`src/rtl/wdog_pkg.sv`:
```
package wdog_pkg;
  localparam int BYTE_W     = 8;
  localparam int REG_ADDR_W = 2;
  localparam int MULT_W     = 5;
  localparam int RES_W      = 2;
  localparam int FLAG_BIT   = 7;
  localparam int CENT_BIT   = 6;

  typedef enum logic [REG_ADDR_W-1:0] {
    REG_FLAGS = 2'd0,
    REG_WDOG  = 2'd1,
    REG_CENT  = 2'd2,
    REG_SPARE = 2'd3
  } wdog_reg_e;

  typedef struct packed {
    logic              steer;
    logic [MULT_W-1:0] mult;
    logic [RES_W-1:0]  res;
  } wdog_ctrl_t;
endpackage

```
`src/rtl/wdog_interval.sv`:
```
module wdog_interval #(
  parameter int MULT_W = 5,
  parameter int RES_W  = 2,
  parameter int CNT_W  = MULT_W + 2 * ((1 << RES_W) - 1)
) (
  input  logic [MULT_W-1:0] mult_i,
  input  logic [RES_W-1:0]  res_i,
  output logic [CNT_W-1:0]  interval_o
);
  localparam int NRES = 1 << RES_W;

  logic [CNT_W-1:0] scaled [NRES];

  // one scaled copy of the multiplier per resolution code (x4 per step)
  for (genvar k = 0; k < NRES; k++) begin : g_scale
    assign scaled[k] = CNT_W'(mult_i) << (2 * k);
  end

  assign interval_o = scaled[res_i];
endmodule

```
`src/rtl/wdog_counter.sv`:
```
module wdog_counter #(
  parameter int CNT_W = 11
) (
  input  logic             clk_i,
  input  logic             rst_ni,
  input  logic             arm_i,
  input  logic [CNT_W-1:0] load_i,
  input  logic             tick_i,
  output logic             expire_o,
  output logic             armed_o
);
  logic [CNT_W-1:0] cnt_q, cnt_d;
  logic             armed_q, armed_d;
  logic             cnt_en;

  // clock enable: a restart, or a tick while counting
  assign cnt_en = arm_i | (armed_q & tick_i);

  always_comb begin
    cnt_d    = cnt_q;
    armed_d  = armed_q;
    expire_o = 1'b0;
    if (arm_i) begin
      cnt_d   = load_i;
      armed_d = (load_i != '0);
    end else if (armed_q && tick_i) begin
      if (cnt_q == CNT_W'(1)) begin
        expire_o = 1'b1;
        armed_d  = 1'b0;
        cnt_d    = '0;
      end else begin
        cnt_d = cnt_q - CNT_W'(1);
      end
    end
  end

  always_ff @(posedge clk_i or negedge rst_ni) begin
    if (!rst_ni) begin
      cnt_q   <= '0;
      armed_q <= 1'b0;
    end else if (cnt_en) begin
      cnt_q   <= cnt_d;
      armed_q <= armed_d;
    end
  end

  assign armed_o = armed_q;
endmodule

```
`src/rtl/wdog_regs.sv`:
```
module wdog_regs
  import wdog_pkg::*;
(
  input  logic                  clk_i,
  input  logic                  rst_ni,
  input  logic                  req_i,
  input  logic                  we_i,
  input  logic [REG_ADDR_W-1:0] addr_i,
  input  logic [BYTE_W-1:0]     wdata_i,
  input  logic                  expire_i,
  output logic [BYTE_W-1:0]     rdata_o,
  output logic                  arm_o,
  output wdog_ctrl_t            arm_val_o,
  output wdog_ctrl_t            ctrl_o,
  output logic                  flag_o,
  output logic                  irq_o,
  output logic                  rst_req_o
);
  wdog_ctrl_t ctrl_q, ctrl_d;
  logic       flag_q, flag_d;
  logic       cent_q, cent_d;
  logic       irq_q, rst_q;
  logic       wr_wdog, rd_wdog, wr_cent;
  logic       ctrl_en, flag_en, cent_en;
  logic       exp_reset, exp_irq;

  assign wr_wdog = req_i &  we_i & (addr_i == REG_WDOG);
  assign rd_wdog = req_i & ~we_i & (addr_i == REG_WDOG);
  assign wr_cent = req_i &  we_i & (addr_i == REG_CENT);

  assign exp_reset = expire_i &  ctrl_q.steer;
  assign exp_irq   = expire_i & ~ctrl_q.steer;

  assign arm_o     = wr_wdog | rd_wdog;
  assign arm_val_o = wr_wdog ? wdog_ctrl_t'(wdata_i) : ctrl_q;

  assign ctrl_en = wr_wdog | exp_reset;
  assign flag_en = wr_wdog | expire_i;
  assign cent_en = wr_cent | exp_reset;

  always_comb begin
    ctrl_d = wr_wdog ? wdog_ctrl_t'(wdata_i) : '0;
    flag_d = ~wr_wdog;
    cent_d = wr_cent ? wdata_i[CENT_BIT] : 1'b0;
  end

  always_ff @(posedge clk_i or negedge rst_ni) begin
    if (!rst_ni) begin
      ctrl_q <= '0;
      flag_q <= 1'b0;
      cent_q <= 1'b0;
      irq_q  <= 1'b0;
      rst_q  <= 1'b0;
    end else begin
      if (ctrl_en) ctrl_q <= ctrl_d;
      if (flag_en) flag_q <= flag_d;
      if (cent_en) cent_q <= cent_d;
      irq_q <= exp_irq;
      rst_q <= exp_reset;
    end
  end

  always_comb begin
    rdata_o = '0;
    unique case (addr_i)
      REG_FLAGS: rdata_o[FLAG_BIT] = flag_q;
      REG_WDOG:  rdata_o           = ctrl_q;
      REG_CENT:  rdata_o[CENT_BIT] = cent_q;
      default:   rdata_o           = '0;
    endcase
  end

  assign ctrl_o    = ctrl_q;
  assign flag_o    = flag_q;
  assign irq_o     = irq_q;
  assign rst_req_o = rst_q;
endmodule

```
`src/rtl/wdog_reset_steer.sv`:
```
module wdog_reset_steer
  import wdog_pkg::*;
#(
  parameter int MULT_W_P = wdog_pkg::MULT_W,
  parameter int RES_W_P  = wdog_pkg::RES_W
) (
  input  logic                  clk_i,
  input  logic                  rst_ni,
  input  logic                  tick_i,
  input  logic                  req_i,
  input  logic                  we_i,
  input  logic [REG_ADDR_W-1:0] addr_i,
  input  logic [BYTE_W-1:0]     wdata_i,
  output logic [BYTE_W-1:0]     rdata_o,
  output logic                  irq_o,
  output logic                  rst_req_o
);
  localparam int CNT_W = MULT_W_P + 2 * ((1 << RES_W_P) - 1);

  logic [1:0]       rst_sync_q;
  logic             rst_n;
  logic             arm_w, expire_w, armed_w, flag_w;
  wdog_ctrl_t       arm_val_w, ctrl_s;
  logic [BYTE_W-1:0] ctrl_w;
  logic [CNT_W-1:0] interval_w;

  // asynchronous assertion, synchronous release
  always_ff @(posedge clk_i or negedge rst_ni) begin
    if (!rst_ni) rst_sync_q <= 2'b00;
    else         rst_sync_q <= {rst_sync_q[0], 1'b1};
  end
  assign rst_n = rst_sync_q[1];

  wdog_regs u_regs (
    .clk_i     (clk_i),
    .rst_ni    (rst_n),
    .req_i     (req_i),
    .we_i      (we_i),
    .addr_i    (addr_i),
    .wdata_i   (wdata_i),
    .expire_i  (expire_w),
    .rdata_o   (rdata_o),
    .arm_o     (arm_w),
    .arm_val_o (arm_val_w),
    .ctrl_o    (ctrl_s),
    .flag_o    (flag_w),
    .irq_o     (irq_o),
    .rst_req_o (rst_req_o)
  );

  assign ctrl_w = ctrl_s;

  wdog_interval #(
    .MULT_W (MULT_W_P),
    .RES_W  (RES_W_P),
    .CNT_W  (CNT_W)
  ) u_interval (
    .mult_i     (arm_val_w.mult),
    .res_i      (arm_val_w.res),
    .interval_o (interval_w)
  );

  wdog_counter #(
    .CNT_W (CNT_W)
  ) u_counter (
    .clk_i    (clk_i),
    .rst_ni   (rst_n),
    .arm_i    (arm_w),
    .load_i   (interval_w),
    .tick_i   (tick_i),
    .expire_o (expire_w),
    .armed_o  (armed_w)
  );
endmodule

```
`config.mk`:
```
export PLATFORM = sky130hd
export DESIGN_NAME = wdog_reset_steer
export DESIGN_NICKNAME = d
export VERILOG_FILES = /design/src/rtl/wdog_pkg.sv /design/src/rtl/wdog_interval.sv /design/src/rtl/wdog_counter.sv /design/src/rtl/wdog_regs.sv /design/src/rtl/wdog_reset_steer.sv
export SDC_FILE = /design/constraint.sdc
export NUM_CORES = 1
export LEC_CHECK = 0
export CORE_MARGIN = 8
export CORE_UTILIZATION = 45
export DETAILED_ROUTE_END_ITERATION = 10
export PLACE_DENSITY = 0.68
export RECOVER_POWER = 25
export SYNTH_ARGS = -nofsm -noshare
export SYNTH_HDL_FRONTEND = slang
export SYNTH_SLANG_ARGS = --single-unit
```
`constraint.sdc`:
```
create_clock -name clk_i -period 2.02 [get_ports clk_i]
set_clock_uncertainty 0.05 [all_clocks]
set_input_delay 0.505 -clock clk_i [delete_from_list [all_inputs] [get_ports clk_i]]
set_output_delay 0.505 -clock clk_i [all_outputs]
set_load 0.005 [all_outputs]
```
==> flow_summary.json <==
{
  "synth_enable_flop_cells": 0,
  "ys_seq_area_share_pct": 37.4,
  "timing.hold.worst.start": "rst_sync_q[0]",
  "cts.sink_count": 26,
  "unrepaired_setup_endpoints_after_global_routing": "no",
  "vdd.ir_drop.worst_uv": 351,
  "gr-usage-all-layers_pct": 15.7,
  "critPathKind": "in2out",
  "start_kind": "primary input",
  "finalSetupTns_ps": 0,
  "final_min_period_over_clock_period_pct": 97.9,
  "layout-drive-gt1-share_pct": 21.3,
  "ys_dominant_reg_cell": "sky130_fd_sc_hd__dfrtp_1",
  "leakage_nw": 1.04,
  "post_synth.cell_area_avg_sq_um": 8.65,
  "clock_tree_from_tritoncts": "done",
  "ctsHtreeMaxLevel": 1,
  "slew_headroom_pct": 10.7,
  "antenna_found_initial": 0,
  "io_pins": 25,
  "maximum_count_of_clock_buffers_along_a_single_path": 2,
  "die-width_um": 78.2,
  "postCtsSetupRepairBufs": 0,
  "route.antenna.remaining_nets": 0,
  "initial_core_util_pct": 47.2,
  "post-route-min-period_ps": 1980,
  "timing_hold_violations_final": 0,
  "timing_worst_slew_pin_value_ps": 1340,
  "power_per_cell_area_mw_per_mm2": 912,
  "timing.critical_path.required_ps": 1460,
  "routedWlPerCell_um": 15.3,
  "setup_viol": 0,
  "power.share.switching_pct": 38.7,
  "cts.reportedPaths.clkPinSlew_ps": 80,
  "detail_route.wirelength_um": 4600,
  "placedInstanceArea_sq_mm": 0.00227,
  "mean_number_of_vias_per_cell": 5.44,
  "gr-max-usage-layer": "met2",
  "timing.fmax_ghz": 0.506,
  "critical_path_arrival_ps": 1420,
  "synth_seq_cells": 26,
  "crit_buf_inv": 4,
  "rr_startpoint": "u_counter.cnt_q[8]",
  "worstPathMaxFanout": 7,
  "worstSetupStartpoint": "addr_i[1]",
  "global_route_wire_length_before_repair_um": 7970,
  "p_int_mw": 1.31,
  "comb_power_share_pct": 45.6,
  "port_buffers": 24,
  "outcome": "complete, no violations",
  "root_buffer": "sky130_fd_sc_hd__clkbuf_8",
  "grt-ovfl-total": 0,
  "asyncSetResetFlopFracSynth_pct": 100,
  "final_cell_count_no_fill": 301,
  "die_y_um": 78.2,
  "post-route-cell-area_sq_mm": 0.00234,
  "drtIter0Drc": 95,
  "worst_path_largest_cell_delay_ps": 210,
  "worst_skew_pair.late_latency_ps": 270,
  "post-place-cells": 298,
  "critical-path-top-delay-family": "buffers and inverters",
  "mappedNetlistArea_sq_mm": 0.00174,
  "timing.critical_path.cells": "clkdlybuf4s15_2 -> inv_2 -> ha_4 -> buf_6 -> a22o_1 -> clkdlybuf4s15_1",
  "flow.area_growth_from_synthesis_pct": 34.4,
  "grt.met3_usage_pct": 2.73,
  "gr-usage-met1_pct": 18.3,
  "cts_inserted_buffers": 3,
  "drt_first_pass_iters": 4,
  "worst_min_path_class": "reg2reg",
  "grt_util_met2_pct": 28.5,
  "gp_congestion": 0.852,
  "cp-end-kind": "primary output",
  "design.core.area_sq_mm": 0.00369,
  "ys.warnings.count": 0,
  "detail_route.drc_violations": 0,
  "numnets_final": 275,
  "synth_top_cell_area_share_pct": 37.4,
  "fillCellCount": 333,
  "fin_hold_ws_ps": 309,
  "die_area_sq_mm": 0.00611,
  "crit_path_top_delay_cell": "sky130_fd_sc_hd__clkdlybuf4s15_1",
  "std_cell_rows": 22,
  "half_perimeter_wire_length_of_the_detailed_placement_result_um": 3660,
  "syn-num-nets": 221,
  "final_max_slew_viol_count": 0,
  "largest_net_degree_at_the_start_of_global_routing": 25,
  "drv.max_cap_violation_count": 0,
  "yosysUniqueCellTypes": 51,
  "p_total_mw": 2.13,
  "cell_type_with_the_largest_total_area_after_synthesis": "sky130_fd_sc_hd__dfrtp_1",
  "number_of_global_route_vias_before_repair": 1737,
  "synth_cells": 201,
  "antenna_cells_inserted": 0,
  "area_contributors_post_synth": "sky130_fd_sc_hd__dfrtp_1 (37%), sky130_fd_sc_hd__nand2_1 (6.9%), sky130_fd_sc_hd__mux2i_1 (4.6%)",
  "pwr-share-clk_pct": 13.8,
  "netSwitchingPower_mw": 0.825,
  "routed-via-count": 1637,
  "register_share_of_total_power_pct": 40.6
}
## state kept, by name (all words and copies together), names as in the netlist
signal             flops
rst_sync_q             2
u_counter.armed_o      1
u_counter.cnt_q       11
u_regs.cent_q          1
u_regs.ctrl_o          8
u_regs.flag_o          1
u_regs.irq_o           1
u_regs.rst_req_o       1
## power by group through the flow
| stage | registers, mW | clock network [mW] | logic (mW) |
|---|---|---|---|
| 3_5_place_dp | 0.873 | 0 | 0.961 |
| 2_1_floorplan | 0.841 | 0 | 0.628 |
| 4_1_cts | 0.862 | 0.303 | 0.963 |
| 6_report | 0.866 | 0.293 | 0.973 |
| 3_3_place_gp | 0.860 | 0 | 0.930 |
| 5_1_grt | 0.892 | 0.320 | 1.08 |
## synthesized netlist by cell type (all sizes together) (2+ instances only)
cell type   n
nor2b       4
ha          5
a31oi       3
and2        8
o21ai       8
xnor2       3
nand4       3
mux2        4
or4         2
nand2b      2
nand2      32
a21oi      12
nor3        3
and3        2
nor4        4
o22ai       6
xor2        3
inv         7
nand3      11
mux2i       9
a2111oi     2
a22o        2
o21bai      2
buf         5
dfrtp      26
clkbuf      4
nor2       13
## placed cells by master (no fill, tap or decap), types with 3 or more instances in the layout
cell type / n
sky130_fd_sc_hd__dlygate4sd2_1: 4
sky130_fd_sc_hd__clkbuf_8: 3
sky130_fd_sc_hd__mux2i_1: 7
sky130_fd_sc_hd__nor2_1: 13
sky130_fd_sc_hd__clkdlybuf4s50_1: 12
sky130_fd_sc_hd__nand2_1: 32
sky130_fd_sc_hd__mux2_2: 4
sky130_fd_sc_hd__nand3_1: 10
sky130_fd_sc_hd__ha_1: 4
sky130_fd_sc_hd__and2_1: 8
sky130_fd_sc_hd__xnor2_1: 3
sky130_fd_sc_hd__inv_1: 6
sky130_fd_sc_hd__dfrtp_1: 26
sky130_fd_sc_hd__a21oi_1: 12
sky130_fd_sc_hd__nor2b_1: 4
sky130_fd_sc_hd__o22ai_1: 6
sky130_fd_sc_hd__clkdlybuf4s15_1: 4
sky130_fd_sc_hd__a31oi_1: 3
sky130_fd_sc_hd__buf_4: 30
sky130_fd_sc_hd__o21ai_0: 7
sky130_fd_sc_hd__xor2_1: 3
## per-layer routing
| layer | vias up | share of wire, % |
|---|---|---|
| li1 | 822 | - |
| met1 | 777 | 45 |
| met2 | 31 | 51 |
| met3 | 7 | 3.3 |
| met4 | 0 | 1.2 |
| met5 | - | 0 |
## layout make-up
class / count / area (sq um) / share of cell area [%]
Inverter: 7 / 26.3 / 1.12
Sequential cell: 26 / 651 / 27.8
Clock buffer: 3 / 41.3 / 1.77
Multi-Input combinational cell: 159 / 1050 / 45.1
Timing Repair Buffer: 58 / 504 / 21.6
Tap cell: 48 / 60.1 / 2.57
## cell families (layout without fill, tap and decap cells)
family | count (synthesis) | after routing | synth area share (%)
other | 1 | 1 | 0.216
flip-flops | 26 | 26 | 37.4
XOR/XNOR | 6 | 6 | 3.02
multiplexers | 13 | 13 | 8.49
adder cells (fa/ha/maj) | 5 | 5 | 3.60
AO/OA/AOI/OAI | 47 | 47 | 17.8
AND/OR/NAND/NOR | 87 | 87 | 25.5
buffers and inverters | 16 | 68 | 3.88
## repair_timing
item                                    4_1_cts  5_1_grt
hold buffers                                  0        0
gates resized for setup                      22        9
pin swaps                                     1        1
hold endpoints to repair                      0        0
endpoints found under the setup margin       28        9
## worst paths after layout
check                                endpoint  slack [ps]  depth (start not counted)
min                             rst_sync_q[1]         310                          0
max                                rdata_o[7]          40                          6
max in group asynchronous  u_counter.cnt_q[4]         560                          1
min reg2reg                     rst_sync_q[1]         310                          0
max reg2reg                u_counter.cnt_q[9]         150                          6
min in group asynchronous       rst_sync_q[1]         400                          1
## stage by stage
step / util (%) / setup slack [ps]
CTS: 62.9 / 3.30
global route: 63.4 / 6.01
global placement: 61.4 / -582
detailed placement: 61.4 / -602
floorplan: - / 29.7
finish: 63.4 / 42.8
Power figures use the tool's default switching activity.
